<file path="src/rtl/burst_seq_pkg.sv">
package burst_seq_pkg;
    typedef enum logic [0:0] {
        ST_IDLE = 1'b0,
        ST_RUN  = 1'b1
    } seq_state_e;
endpackage

</file>
<file path="src/rtl/burst_ctrl.sv">
module burst_ctrl
    import burst_seq_pkg::*;
(
    input  logic       clk,
    input  logic       rst_n,
    input  logic       load_i,
    input  logic       ack_i,
    input  logic       last_i,
    output seq_state_e state_o,
    output logic       start_o,
    output logic       adv_o,
    output logic       done_o
);
    seq_state_e state_q, state_d;
    logic       done_q;

    // state register
    always_ff @(posedge clk or negedge rst_n) begin
        if (!rst_n) begin
            state_q <= ST_IDLE;
            done_q  <= 1'b0;
        end else begin
            state_q <= state_d;
            done_q  <= (state_q == ST_RUN) && ack_i && last_i;
        end
    end

    // next state and outputs
    always_comb begin
        state_d = state_q;
        start_o = 1'b0;
        adv_o   = 1'b0;
        unique case (state_q)
            ST_IDLE: begin
                if (load_i) begin
                    start_o = 1'b1;        // transition: start
                    state_d = ST_RUN;
                end
            end
            ST_RUN: begin
                adv_o = ack_i;
                if (ack_i && last_i) begin
                    state_d = ST_IDLE;     // transition: finish
                end
            end
            default: state_d = ST_IDLE;
        endcase
    end

    assign state_o = state_q;
    assign done_o  = done_q;

    // done lasts a single cycle and coincides with idle
    p_done_single_r8: assert property (@(posedge clk) disable iff (!rst_n)
        done_o |=> !done_o);
    p_done_idle_r8: assert property (@(posedge clk) disable iff (!rst_n)
        done_o |-> (state_q == ST_IDLE));
    // acknowledge while idle does not start anything
    p_idle_ack_r12: assert property (@(posedge clk) disable iff (!rst_n)
        (state_q == ST_IDLE) && !load_i |=> (state_q == ST_IDLE) && !done_o);
endmodule

</file>
<file path="src/rtl/beat_counter.sv">
module beat_counter #(
    parameter int OFS_W = 3
) (
    input  logic             clk,
    input  logic             rst_n,
    input  logic             start_i,
    input  logic             long_i,
    input  logic             adv_i,
    output logic [OFS_W-1:0] cnt_o,
    output logic             last_o
);
    localparam logic [OFS_W-1:0] LIM_LONG  = {OFS_W{1'b1}};
    localparam logic [OFS_W-1:0] LIM_SHORT = {1'b0, {(OFS_W-1){1'b1}}};

    logic [OFS_W-1:0] cnt_q;
    logic [OFS_W-1:0] lim_q;

    always_ff @(posedge clk or negedge rst_n) begin
        if (!rst_n) begin
            cnt_q <= '0;
            lim_q <= LIM_SHORT;
        end else if (start_i) begin
            cnt_q <= '0;
            lim_q <= long_i ? LIM_LONG : LIM_SHORT;
        end else if (adv_i) begin
            cnt_q <= last_o ? '0 : cnt_q + 1'b1;
        end
    end

    assign cnt_o  = cnt_q;
    assign last_o = (cnt_q == lim_q);

    // the count never passes the captured limit
    p_cnt_bound_r7: assert property (@(posedge clk) disable iff (!rst_n)
        cnt_q <= lim_q);
    // no advance means the count holds
    p_cnt_hold_r6: assert property (@(posedge clk) disable iff (!rst_n)
        !adv_i && !start_i |=> $stable(cnt_q));
endmodule

</file>
<file path="src/rtl/addr_wrap.sv">
module addr_wrap #(
    parameter int ADDR_W = 32,
    parameter int BYTE_W = 3,
    parameter int OFS_W  = 3
) (
    input  logic              clk,
    input  logic              rst_n,
    input  logic              start_i,
    input  logic [ADDR_W-1:0] addr_i,
    input  logic              long_i,
    input  logic              crit_i,
    input  logic [OFS_W-1:0]  cnt_i,
    output logic [ADDR_W-1:0] addr_o
);
    localparam int HI_W = ADDR_W - OFS_W - BYTE_W;
    localparam logic [OFS_W-1:0] MASK_LONG  = {OFS_W{1'b1}};
    localparam logic [OFS_W-1:0] MASK_SHORT = {1'b0, {(OFS_W-1){1'b1}}};

    logic [ADDR_W-1:0] base_q;
    logic [OFS_W-1:0]  sofs_q;
    logic [OFS_W-1:0]  mask_q;
    logic [OFS_W-1:0]  mask_sel;
    logic [ADDR_W-1:0] keep_bits;
    logic [OFS_W-1:0]  wofs;

    always_comb begin
        mask_sel  = long_i ? MASK_LONG : MASK_SHORT;
        keep_bits = {{HI_W{1'b1}}, ~mask_sel, {BYTE_W{1'b0}}};
    end

    always_ff @(posedge clk or negedge rst_n) begin
        if (!rst_n) begin
            base_q <= '0;
            sofs_q <= '0;
            mask_q <= MASK_SHORT;
        end else if (start_i) begin
            base_q <= addr_i & keep_bits;
            sofs_q <= crit_i ? (addr_i[BYTE_W +: OFS_W] & mask_sel) : '0;
            mask_q <= mask_sel;
        end
    end

    assign wofs   = (sofs_q + cnt_i) & mask_q;
    assign addr_o = base_q | {{HI_W{1'b0}}, wofs, {BYTE_W{1'b0}}};

    // captured burst parameters only change on an accepted load
    p_capture_only_on_start_r10: assert property (@(posedge clk) disable iff (!rst_n)
        !start_i |=> $stable(base_q) && $stable(sofs_q) && $stable(mask_q));
endmodule

</file>
<file path="src/rtl/burst_addr_seq.sv">
module burst_addr_seq
    import burst_seq_pkg::*;
#(
    parameter int ADDR_W     = 32,
    parameter int BEAT_BYTES = 8,
    parameter int LONG_BEATS = 8
) (
    input  logic                          clk,
    input  logic                          rst_n,
    input  logic                          load_i,
    input  logic [ADDR_W-1:0]             start_addr_i,
    input  logic                          long_line_i,
    input  logic                          crit_first_i,
    input  logic                          ack_i,
    output logic                          active_o,
    output logic [ADDR_W-1:0]             beat_addr_o,
    output logic [$clog2(LONG_BEATS)-1:0] beat_idx_o,
    output logic                          last_o,
    output logic                          done_o
);
    localparam int BYTE_W = $clog2(BEAT_BYTES);
    localparam int OFS_W  = $clog2(LONG_BEATS);
    localparam int LINE_W = BYTE_W + OFS_W;

    seq_state_e        state;
    logic              start, adv, cnt_last;
    logic [OFS_W-1:0]  cnt;
    logic [ADDR_W-1:0] raw_addr;
    logic              run;

    burst_ctrl u_ctrl (
        .clk     (clk),
        .rst_n   (rst_n),
        .load_i  (load_i),
        .ack_i   (ack_i),
        .last_i  (cnt_last),
        .state_o (state),
        .start_o (start),
        .adv_o   (adv),
        .done_o  (done_o)
    );

    beat_counter #(.OFS_W(OFS_W)) u_cnt (
        .clk     (clk),
        .rst_n   (rst_n),
        .start_i (start),
        .long_i  (long_line_i),
        .adv_i   (adv),
        .cnt_o   (cnt),
        .last_o  (cnt_last)
    );

    addr_wrap #(.ADDR_W(ADDR_W), .BYTE_W(BYTE_W), .OFS_W(OFS_W)) u_addr (
        .clk     (clk),
        .rst_n   (rst_n),
        .start_i (start),
        .addr_i  (start_addr_i),
        .long_i  (long_line_i),
        .crit_i  (crit_first_i),
        .cnt_i   (cnt),
        .addr_o  (raw_addr)
    );

    assign run         = (state == ST_RUN);
    assign active_o    = run;
    assign beat_addr_o = run ? raw_addr : '0;
    assign beat_idx_o  = run ? cnt : '0;
    assign last_o      = run && cnt_last;

    // beat addresses are double-word aligned
    p_align_r9: assert property (@(posedge clk) disable iff (!rst_n)
        beat_addr_o[BYTE_W-1:0] == '0);
    // no acknowledge, nothing moves
    p_hold_r6: assert property (@(posedge clk) disable iff (!rst_n)
        active_o && !ack_i |=> active_o && $stable(beat_addr_o) && $stable(beat_idx_o));
    // the index steps by one on each non-final acknowledge
    p_idx_step_r5: assert property (@(posedge clk) disable iff (!rst_n)
        active_o && ack_i && !last_o |=> active_o && (beat_idx_o == $past(beat_idx_o) + 1'b1));
    // the line address above the offset field stays fixed
    p_upper_fixed_r5: assert property (@(posedge clk) disable iff (!rst_n)
        active_o && $past(active_o) |-> beat_addr_o[ADDR_W-1:LINE_W] == $past(beat_addr_o[ADDR_W-1:LINE_W]));
    // final acknowledge ends the burst with a done pulse
    p_finish_r8: assert property (@(posedge clk) disable iff (!rst_n)
        active_o && ack_i && last_o |=> !active_o && done_o);
    // an idle load starts at beat zero
    p_start_r2: assert property (@(posedge clk) disable iff (!rst_n)
        !active_o && load_i |=> active_o && (beat_idx_o == '0));
endmodule

</file>
<file path="config.mk">
export PLATFORM = sky130hd
export DESIGN_NAME = burst_addr_seq
export DESIGN_NICKNAME = d
export VERILOG_FILES = /design/src/rtl/burst_seq_pkg.sv /design/src/rtl/burst_ctrl.sv /design/src/rtl/beat_counter.sv /design/src/rtl/addr_wrap.sv /design/src/rtl/burst_addr_seq.sv
export SDC_FILE = /design/constraint.sdc
export NUM_CORES = 1
export LEC_CHECK = 0
export BUFFER_PORTS_ARGS = -buffer_cell sky130_fd_sc_hd__buf_4
export CORE_UTILIZATION = 53
export CTS_BUF_LIST = sky130_fd_sc_hd__clkbuf_4
export CTS_CLUSTER_SIZE = 8
export DETAILED_ROUTE_END_ITERATION = 7
export PLACE_DENSITY = 0.86
export SLEW_MARGIN = 40
export SYNTH_ARGS = -nofsm -noshare
export SYNTH_HDL_FRONTEND = slang
export SYNTH_SLANG_ARGS = --single-unit
</file>
<file path="constraint.sdc">
create_clock -name clk -period 3.8 [get_ports clk]
set_input_delay 0 -clock clk [delete_from_list [all_inputs] [get_ports clk]]
set_output_delay 0 -clock clk [all_outputs]
set_load 0.01 [all_outputs]
</file>
## Word-level counts from Yosys, hierarchy flattened

Cells that the tools add are included.

| word-level totals | value |
|---|---|
| logic and storage cells | 32 |
| register bits | 43 |

| operators by class | value |
|---|---|
| bitwise gates (word level) | 6 |
| eq/ne operators | 1 |
| reductions and logical operators | 5 |
| mux-type cells | 12 |
| $add $sub $neg | 2 |

Operators by type and width:

| operator | count |
|---|---|
| $and 32x32->32 | 1 |
| $mux 32 | 1 |
| $or 32x6->32 | 1 |
| $mux 3 | 6 |
| $and 3x3->3 | 2 |
| $logic_and 1x1->1 | 4 |
| $mux 1 | 4 |
| $add 3x1->3 const B | 1 |
| $add 3x3->3 | 1 |
| $eq 3x3->1 | 1 |
| $not 3->3 | 1 |
| $pmux 1 s2 | 1 |
| $reduce_bool 2->1 | 1 |
| $not 1->1 | 1 |

## Logic depth before layout (Yosys ltp)

Gate-level depths: netlist (run 1).

| depth | value |
|---|---|
| depth after elaboration | 4 |
| gate-level depth with buffers | 5 |
| depth with buffers taken out | 5 |

## Hierarchy

Synthesis (run 1) repeated with hierarchy kept, for this count alone.

| unflattened totals | value |
|---|---|
| cells, all modules | 173 |
| area, all modules | 2,135.8 um2 |

Modules (own cells, without submodules):

| module | cells an instance | times used | seq. area each (um2) | area each (um2) |
|---|---|---|---|---|
| addr_wrap | 110 | 1 | 775.7 | 1,552.7 |
| burst_addr_seq | 39 | 1 | 0.0 | 285.3 |
| beat_counter | 17 | 1 | 100.1 | 210.2 |
| burst_ctrl | 7 | 1 | 50.0 | 87.6 |

## Worst setup path after synthesis (run 1)

Ideal clock, no wire load.

| path | value |
|---|---|
| path kind | register to output |
| start | register u_cnt.cnt_q[0], in the netlist u_cnt.cnt_o[0] |
| end | output beat_addr_o[5] |
| stages on the path, launching flop included | 5 |
| slack | 2.396 ns |
| buffers on the path | 0 |
| data arrival time | 1.404 ns |
| required time | 3.800 ns |
| cell sequence | dfrtp_1 > ha_1 > fa_1 > xor2_1 > o211ai_1 |

| on the way | value |
|---|---|
| longest elaborated chain between the ends | 4 |

RTL lines:

| item | RTL line | source |
|---|---|---|
| start: declaration | beat_counter.sv:15 | `logic [OFS_W-1:0] cnt_q;` |
| start signal: assignment | beat_counter.sv:26 | `cnt_q <= last_o ? '0 : cnt_q + 1'b1;` |
| $add 3x3->3 | addr_wrap.sv:43 | `assign wofs = (sofs_q + cnt_i) & mask_q;` |
| $and 3x3->3 | addr_wrap.sv:43 |  |
| $or 32x6->32 | addr_wrap.sv:44 | `assign addr_o = base_q \| {{HI_W{1'b0}}, wofs, {BYTE_W{1'b0}}};` |
| $mux 32 | burst_addr_seq.sv:66 | `assign beat_addr_o = run ? raw_addr : '0;` |
| end: declaration | burst_addr_seq.sv:16 | `output logic [ADDR_W-1:0] beat_addr_o,` |

No other way between the ends.

## Worst setup path in the final report (run 1)

| path | value |
|---|---|
| start | register u_ctrl.state_q, in the netlist u_ctrl.state_o |
| end | register u_addr.sofs_q[0] |

| on the way | value |
|---|---|
| longest elaborated chain between the ends | 1 |

RTL lines:

| item | RTL line | source |
|---|---|---|
| start: declaration | burst_ctrl.sv:14 | `seq_state_e state_q, state_d;` |
| start signal: assignment | burst_ctrl.sv:23 | `state_q <= state_d;` |
| $mux 1 | burst_ctrl.sv:33 | `unique case (state_q)` |
| end signal: assignment | addr_wrap.sv:38 | `sofs_q <= crit_i ? (addr_i[BYTE_W +: OFS_W] & mask_sel) : '0;` |
| end: declaration | addr_wrap.sv:20 | `logic [OFS_W-1:0] sofs_q;` |

No other way between the ends.
A chain may end at the register's enable or synchronous reset.

==> run metrics, run 1 <==
setup TNS=0 ps; first-pass GRT wire length=7280 um; cts repair resizes=0; total number of vias=1,720; post-DR vias/cell=4.89; sequential area share after synthesis=51.4%; Seq pwr share=34.7%; commonest non-fill, non-tap cell in the layout=nand2_1; register area=901 um2; Initial Util=56.5%; cell count along the critical path=6; Max-slew headroom=57.9%; status=completed; H-tree Lvls=2; Die W=59.5 um; Crit path largest cell delay=560 ps; vias in the first global route=1,653; area grow syn2layout=54.5%; largest net degree at the start of global routing=46; CP arrival=2520 ps; slowest CP cell=dlygate4sd3_1; routed len/inst=13.5 um; Final Max Tran Viols=0; reg2reg path depth=6; io pins=76; 1st-pass router iterations=4; worst hold path type=in2async; # rows=20; P_leak=1.42 nW; EDFF count, synth=0; Final Cycle Share=59.3%; post-route minimum period=2250 ps; share of layout cells above drive strength 1=27.9%; GR Overflow Total=0; Worst VDD drop=0.428 mV; Fin Clk Skew=6.35 ps; cts bufs inserted=5; final hold vios=0; placed cell count=307; PwrDens=693 mW/mm2; Fmax=0.444 GHz; clk sinks=36; Core Area=0.00310 mm2; Remaining DRCs=0; maxcap violations=0; clock insertion delay at the later pin of the skew report=330 ps; RD Place Congestion=0.756; Post-DP HPWL=2550 um; Longest Clk Path Bufs=2; WS Path Type=reg2reg; Switching Share=38.1%; multi-input logic area=795 um2; synthesis-stage register bit count=36; worst path cell trace=buf_4 > nor2b_2 > buf_4 > nand3_1 > dlygate4sd3_1 > nand2_1; post-route ant nets=0; CP endpoint kind=register; Root Driver=clkbuf_4; CP required=4070 ps; most frequent cells in the layout=nand2_1 (91), buf_4 (71), dlygate4sd3_1 (37); most used cell, CP=buf_4; cell family contributing the most delay on the critical path=buffers and inverters; full die area=0.00354 mm2; Layout Nets=348; TritonCTS clock tree=done; Syn. warnings=0; Async SR Flop Fraction=100%; Tightest Pin Transition=632 ps; Yosys cell types=29; fillcell total=181; WL final=4740 um; Worst-path clk slew=100 ps; Final Non-Filler Cells=352; Die H=59.5 um; Final setup viols=0; final core utilization=87.3%; unrepaired setup endpoints after global routing=false; power share of the combinational group=54.6%; Hold Slack=145 ps; Synth Flop Type=dfrtp_1; Worst Path Max Fanout=45; critical path startpoint category=register; syn avg cell area=8.64 um2; IO Port Bufs=69; Netlist Area Pre-Place=0.00175 mm2; initial antenna violation count=0; clock share of power=10.7%; initial drt markers=93; GRT Total Usage=28.8%; Power Internal=1.16 mW; Antenna Cells=0; Worst Path Buf+Inv=3; Mapped Cells=203; Net Sw Power=0.715 mW
==> cells in the mapped netlist (2+ instances only) <==
master	number	area (um2)
buf_2	9	45.0
and2_1	31	194
buf_4	3	22.5
nand2b_1	2	12.5
nand2_1	91	342
dfrtp_1	36	901
o21ai_0	4	20.0
ha_1	2	25.0
nor2b_1	2	12.5
nand3_1	4	20.0
==> state kept, by name, summed over array words and instances, names as in the netlist <==
register / flops
u_cnt.cnt_o: 3
u_addr.base_q: 27
u_addr.sofs_q: 3
u_ctrl.state_o: 1
u_ctrl.done_o: 1
u_cnt.lim_q: 1
==> per-layer routing <==
| layer | vias up | GRT usage (%) | share of wire [%] |
|---|---|---|---|
| met5 | - | 0 | 0 |
| met4 | 0 | 13.3 | 2.7 |
| met3 | 13 | 7.86 | 5.4 |
| met2 | 60 | 52.8 | 53 |
| met1 | 821 | 30.3 | 39 |
| li1 | 826 | - | - |
==> metrics by stage <==
stage          worst slack [ps]  instance area, um2  power, mW
6_report                   1550                2710       1.88
5_1_grt                    1440                2710       2.01
4_1_cts                    1570                2710       1.84
3_5_place_dp               2140                2280       1.61
3_3_place_gp               1830                2280       1.57
2_1_floorplan              2400                1760       1.18
==> kinds of logic (layout without fill, tap and decap cells) <==
group                    count (synthesis)  in the layout  share of synthesized area [%]
AND/OR/NAND/NOR                        138            138                           36.9
flip-flops                              36             36                           51.4
buffers and inverters                   13            116                           4.07
AO/OA/AOI/OAI                            9              9                           3.28
adder cells (fa/ha/maj)                  3              3                           2.57
XOR/XNOR                                 2              2                          0.999
other                                    1              3                          0.214
multiplexers                             1              1                          0.642
==> what timing repair did <==
| action | 4_1_cts | 5_1_grt |
|---|---|---|
| hold buffers | 37 | 0 |
| setup buffers | 0 | 0 |
| hold endpoints to repair | 72 | 0 |
==> power by group through the flow <==
stage	clock network, mW	registers, mW	logic (mW)
2_1_floorplan	0	0.637	0.543
3_3_place_gp	0	0.645	0.928
3_5_place_dp	0	0.656	0.954
4_1_cts	0.203	0.648	0.994
5_1_grt	0.221	0.671	1.12
6_report	0.202	0.652	1.03
==> final timing paths <==
path                              startpoint           endpoint  slack [ps]
min reg2reg                u_addr.base_q[29]  u_addr.base_q[29]         480
max reg2reg                   u_ctrl.state_o   u_addr.sofs_q[0]        1550
min                                    rst_n     u_cnt.cnt_o[0]         150
min in group clk            start_addr_i[29]  u_addr.base_q[29]         400
max in group asynchronous              rst_n  u_addr.base_q[17]        3330
max                           u_ctrl.state_o   u_addr.sofs_q[0]        1550
==> final cells by class <==
cell class,count,share of cell area [%]
clock buffers,7,1.94
repair buffers,108,33.3
flip-flops and latches,36,33.2
multi-input cells,156,29.3
well taps,44,2.03
clock inverters,1,0.139
No activity file was read; power rests on OpenSTA's default activity.
==> inputs of run 2 (changes only) <==
CORE_UTILIZATION = 49   (was 53)
PLACE_DENSITY = 0.8   (was 0.86)
clock period = 2.2 ns   (was 3.8 ns; I/O delays follow)
==> run 2 against run 1 <==
Hold slack got worse by 7.1 ps. Flip-flop and latch count unchanged. First-iteration DRC count down 35%. Critical path type unchanged. Fmax up 11%. Wire length is 4.1% lower. Sequential share of layout area fell by 0.76 points. Clock skew fell by 0.54 ps. Sequential power rose by 73%. Utilization shrank 5.5 points.
==> run metrics, run 2 (synthesis results as in run 1) <==
status=completed; worst setup margin=174 ps (-1370 ps); routed len/inst=12.8 um (-5.1%); R2R Setup Slk=170 ps (-1370 ps); clk sinks=36 (unchanged); IO Port Bufs=69 (unchanged); Final Max Tran Viols=0 (unchanged); PwrDens=1210 mW/mm2 (+74%); clock insertion delay at the later pin of the skew report=340 ps (about the same); largest net degree at the start of global routing=37 (-20%); RD Place Congestion=0.771 (+2.0%); H-tree Lvls=2 (unchanged); Hold Slack=138 ps (-7.15 ps); share of layout cells above drive strength 1=28.4% (+0.47 points); cell area after layout=0.00277 mm2 (+2.4%); # rows=21 (+5.0%); clock share of power=14.2% (+3.5 points); 1st-pass router iterations=5 (+1); Net Sw Power=1.21 mW (+69%); WS Path Type=reg2reg; post-route minimum period=2030 ps (-226 ps); Reg-to-Reg Start=u_ctrl.state_o; CP endpoint kind=register; initial drt markers=60 (-35%); CP arrival=2320 ps (-200 ps); crit path capture=u_addr.sofs_q[0]; total number of vias=1,715 (-0.29%); reg2reg path depth=6 (unchanged); Worst Path Max Fanout=23 (-49%); Final setup viols=0 (unchanged); setup TNS=0 ps (unchanged); WL final=4550 um (-4.1%); Remaining DRCs=0 (unchanged); Root Driver=clkbuf_4; area grow syn2layout=58.1%; Switching Share=36.1% (-1.9 points); Initial Util=51.8% (-4.8 points); power share of the combinational group=52.2% (-2.4 points); CP required=2490 ps (-1580 ps); CP Launch Point=u_ctrl.state_o; Biggest register=u_addr.base_q; DP Area=0.00232 mm2 (+1.8%); commonest non-fill, non-tap cell in the layout=nand2_1; Core Area=0.00339 mm2 (+9.2%); initial antenna violation count=0 (unchanged); worst r2r dst=u_addr.sofs_q[0]; Power Internal=2.14 mW (+84%); post-route ant nets=0 (unchanged); Antenna Cells=0 (unchanged); Layout Nets=350 (+0.57%); cts repair resizes=0 (unchanged); Max-slew headroom=65.3% (+7.4 points); Power Total=3.35 mW (+78%); cts bufs inserted=5 (unchanged); post-DR vias/cell=4.82 (-1.4%); final hold vios=0 (unchanged); TritonCTS clock tree=done; critical path startpoint category=register; Longest Clk Path Bufs=2 (unchanged); io pins=76 (unchanged); Seq pwr share=33.7% (-1.0 points); full die area=0.00382 mm2 (+7.9%); most frequent cells in the layout=nand2_1 (91), buf_4 (71), dlygate4sd3_1 (37); max reg flops=27 (unchanged); first-pass GRT wire length=6710 um (-7.8%); Post-DP HPWL=2490 um (-2.4%); unrepaired setup endpoints after global routing=false; Worst VDD drop=0.699 mV (+63%); Fin Clk Skew=5.81 ps (-0.538 ps); P_leak=1.45 nW (+2.0%); maxcap violations=0 (unchanged); vias in the first global route=1,520 (-8.0%); Worst-path clk slew=110 ps (about the same); Tightest Pin Transition=521 ps (-111 ps); GR Overflow Total=0 (unchanged); Post-Place Setup Slack=582 ps (-1560 ps); Fmax=0.493 GHz (+11%); Die W=61.8 um (+3.9%); Die H=61.8 um (+3.9%); GRT Total Usage=25.2% (-3.6 points); worst hold path type=in2async; Final Cycle Share=92.1% (+33 points)
-- run 2: cell count changes in the layout (fill, tap and decap cells not counted) --
cell and change:
buf_12 +2, nand2b_2 -1, bufinv_16 +1, clkinv_1 -1, clkbuf_4 -1, clkinv_2 +1, nand2b_1 +1
-- run 2: metal layers --
layer | vias up | share of wire, % | GRT usage [%]
met2 | 60 | 51 | 41.9
li1 | 833 | - | -
met4 | 0 | 1.9 | 13.7
met5 | - | 0 | 0
met1 | 812 | 42 | 30.8
met3 | 10 | 4.8 | 5.18
-- run 2: how the worst min path moves through the flow --
stage                              endpoint  slack, ps  cells after the start
after floorplan           u_addr.base_q[10]       -300                      0
after global placement        u_ctrl.done_o        -20                      1
after detailed placement      u_ctrl.done_o        -20                      1
after CTS                 u_addr.base_q[31]        160                      2
after global routing      u_addr.base_q[22]        180                      2
final                         u_ctrl.done_o        140                      2
-- run 2: what timing repair did --
action                    4_1_cts  5_1_grt
hold endpoints to repair       72        0
setup buffers                   0        0
hold buffers                   37        0
-- run 2: through the flow --
| step | instances | utilization, % |
|---|---|---|
| final | 356 | 81.8 |
| after global routing | 356 | 81.8 |
| after CTS | 356 | 81.8 |
| after detailed placement | 311 | 68.5 |
| after global placement | 311 | 68.5 |
| after floorplan | 205 | - |
-- run 2: final cells by class --
class	instances	area, um2
flip-flops and latches	36	901
well taps	46	57.6
multi-input cells	156	792
repair buffers	110	943
clock inverters	2	35.0
fillers	226	616
clock buffers	6	45.0
-- run 2: critical path, stage by stage (launching register included) --
cell and delay (ps):
dfrtp_1 420, buf_4 200, nor2b_2 390, buf_12 220
nand3_1 90, dlygate4sd3_1 570, nand2_1 80
-- run 2: power groups by stage --
| stage | combinational [mW] | sequential [mW] | clock, mW |
|---|---|---|---|
| after global routing | 1.95 | 1.16 | 0.512 |
| after CTS | 1.74 | 1.12 | 0.474 |
| after floorplan | 0.938 | 1.10 | 0 |
| after global placement | 1.65 | 1.12 | 0 |
| final | 1.75 | 1.13 | 0.474 |
| after detailed placement | 1.67 | 1.14 | 0 |
==> inputs of run 3 (changes only) <==
CORE_ASPECT_RATIO = 0.7   (was default)
CORE_UTILIZATION = 51   (was 49)
SYNTH_HIERARCHICAL = 1   (was default)
==> run 3 against run 2 <==
Register-to-register slack improved by 230 ps. Flip-flop and latch count increased by 1. Total power increased by 11%. Combinational power increased by 25%. Cell count decreased by 14%. First-iteration DRC count increased by 25%. Sequential share of layout area decreased by 0.26 points.
==> run metrics, run 3 <==
power share of the combinational group=58.8% (+6.6 points); syn avg cell area=12.3 um2 (+43%); Longest Clk Path Bufs=2 (unchanged); first-pass GRT wire length=7060 um (+5.1%); max reg flops=27 (unchanged); total number of vias=1,407 (-18%); WS Path Type=reg2out; Netlist Area Pre-Place=0.00214 mm2 (+22%); EDFF count, synth=0 (unchanged); Worst-path clk slew=100 ps (about the same); Power Total=3.71 mW (+11%); Remaining DRCs=0 (unchanged); post-route ant nets=0 (unchanged); Yosys top cell area share=43.4% (-8.0 points); Async SR Flop Fraction=100% (unchanged); DP Area=0.00246 mm2 (+6.1%); post-route minimum period=1990 ps (-35.4 ps); IO Port Bufs=69 (unchanged); full die area=0.00445 mm2 (+17%); Initial Util=53.8% (+2.0 points); multi-input logic area=910 um2 (+15%); commonest non-fill, non-tap cell in the layout=buf_4; Power Internal=2.48 mW (+16%); CP arrival=1990 ps (-330 ps); ranking of synthesized cells by area=dfrtp_1 (43%), mux2_4 (14%), and2_2 (13%), buf_4 (10%), mux2_2 (3.7%); Layout Nets=294 (-16%); TritonCTS clock tree=done; Biggest register=u_addr/base_q; clock insertion delay at the later pin of the skew report=330 ps (about the same); cts bufs inserted=5 (unchanged); PwrDens=1290 mW/mm2 (+6.9%); Core Area=0.00397 mm2 (+17%); CP endpoint kind=output port; Crit path largest cell delay=450 ps (-120 ps); fillcell total=297 (+31%); unrepaired setup endpoints after global routing=false; area grow syn2layout=34.6%; critical path startpoint category=register; Seq pwr share=32.1% (-1.6 points); Final Max Tran Viols=0 (unchanged); Die H=56.1 um (-9.2%); Yosys top cell by area=dfrtp_1; Fin Clk Skew=3.00 ps (-2.81 ps); final core utilization=72.4% (-9.4 points); worst hold path type=in2async; Fmax=0.502 GHz (+1.8%); sequential area share after synthesis=43.4% (-8.0 points); Post-Place Setup Slack=585 ps (+3.32 ps); Worst VDD drop=0.828 mV (+18%); P_leak=1.38 nW (-5.2%); GRT Total Usage=21.7% (-3.5 points); initial drt markers=75 (+25%); Hold Slack=172 ps (+34.2 ps); post-DR vias/cell=4.61 (-4.2%); # rows=19 (-9.5%); vias in the first global route=1,477 (-2.8%); CP required=2200 ps (-290 ps); Worst Path Buf+Inv=1 (-2); synthesis-stage register bit count=37 (+2.8%); Post-DP HPWL=2590 um (+4.0%); placed cell count=262 (-16%); Die W=79.3 um (+28%); cell area after layout=0.00287 mm2 (+3.6%); RD Place Congestion=0.687 (-11%); final hold vios=0 (unchanged); R2R Setup Slk=400 ps (+230 ps); Mapped Cells=173 (-15%); GR Overflow Total=0 (unchanged); cell family contributing the most delay on the critical path=adder cells; Switching Share=33.2% (-2.9 points); Final setup viols=0 (unchanged); most frequent cells in the layout=buf_4 (70), and2_2 (37), dfrtp_1 (37); status=completed; H-tree Lvls=2 (unchanged); slowest CP cell=dfrtp_1; routed len/inst=14.2 um (+11%); Worst Path Max Fanout=5 (-78%); Syn. warnings=6 (+6); worst path cell trace=ha_1 > fa_1 > xnor3_1 > o21ai_1 > and2_2 > buf_4; Net Sw Power=1.23 mW (+1.8%); register area=926 um2 (+2.8%); Final Non-Filler Cells=305 (-14%); Final Cycle Share=90.5% (-1.6 points); Antenna Cells=0 (unchanged); Yosys cell types=33 (+14%); initial antenna violation count=0 (unchanged); largest net degree at the start of global routing=41 (+11%); most instantiated cells after synthesis=and2_2 (37), dfrtp_1 (37), buf_4 (29); clock share of power=9.1% (-5.1 points); maxcap violations=0 (unchanged); WL final=4330 um (-4.7%); io pins=76 (unchanged); Post-CTS Repair Setup Buffers=0 (unchanged); Synth Flop Type=dfrtp_1; setup TNS=0 ps (unchanged); clk sinks=37 (+2.8%); worst setup margin=209 ps (+35.4 ps); share of layout cells above drive strength 1=57.7% (+29 points); Root Driver=clkbuf_4; 1st-pass router iterations=4 (-1)
run 3: cell types whose count changed after synthesis, sizes merged, moves of 4 or more:
| cell | before | now |
|---|---|---|
| inv | 0 | 5 |
| nand2 | 91 | 1 |
| buf | 12 | 33 |
| mux2 | 1 | 27 |
| and2 | 33 | 37 |
run 3: area by class of cell:
| type | count | area share (%) |
|---|---|---|
| flip-flops and latches | 37 | 32.2 |
| multi-input cells | 97 | 31.6 |
| repair buffers | 107 | 31.5 |
| well taps | 52 | 2.26 |
| clock buffers | 6 | 1.57 |
| inverters | 5 | 0.653 |
| clock inverters | 1 | 0.131 |
run 3: cells by family (layout without fill, tap and decap cells):
| group | after synthesis | count (layout) | synth area share, % |
|---|---|---|---|
| AOI/OAI and AO/OA | 9 | 9 | 2.81 |
| xor gates and xnor gates | 2 | 2 | 1.46 |
| adders and majority gates | 3 | 3 | 2.11 |
| buffers and inverters | 41 | 119 | 14.4 |
| DFF | 37 | 37 | 43.4 |
| muxes | 28 | 28 | 18.2 |
| other | 1 | 3 | 0.176 |
| and+or+nand+nor | 52 | 52 | 17.5 |
run 3: final timing paths:
check	depth (start not counted)	end	start
min	2	u_addr/sofs_q[1]	rst_n
max in group asynchronous	2	u_addr/base_q[6]	rst_n
max	6	beat_addr_o[5]	u_cnt/cnt_o[0]
min reg2reg	1	u_addr/base_q[31]	u_addr/base_q[31]
min in group clk	3	u_addr/base_q[24]	start_addr_i[24]
max reg2reg	5	u_ctrl/state_o	u_cnt/cnt_o[1]
run 3: worst register-to-register path: cells and delay by family (launching register included):
family / cells / cell delay (ps)
buf+inv: 1 / 550
simple gates: 3 / 440
fa+ha+maj: 1 / 240
flops: 1 / 460
run 3: routing by layer:
metal | global-route usage, % | vias to the layer above | part of all wire, %
met2 | 36.1 | 38 | 49
met4 | 7.79 | 0 | 1.1
met3 | 5.08 | 7 | 3.9
met1 | 27.5 | 673 | 46
met5 | 0 | - | 0
li1 | - | 689 | -
run 3: power by group through the flow:
| stage | Clock, mW | Combinational [mW] | Sequential [mW] |
|---|---|---|---|
| after floorplan | 0 | 1.64 | 1.18 |
| after global placement | 0 | 2.09 | 1.18 |
| after detailed placement | 0 | 2.11 | 1.20 |
| after CTS | 0.349 | 2.18 | 1.19 |
| after global routing | 0.379 | 2.35 | 1.23 |
| final | 0.339 | 2.18 | 1.19 |
run 3: repair_timing:
| item | in CTS | in global routing |
|---|---|---|
| resized for setup | 0 | 0 |
| endpoints found under the hold margin | 71 | 0 |
| hold buffers | 36 | 0 |
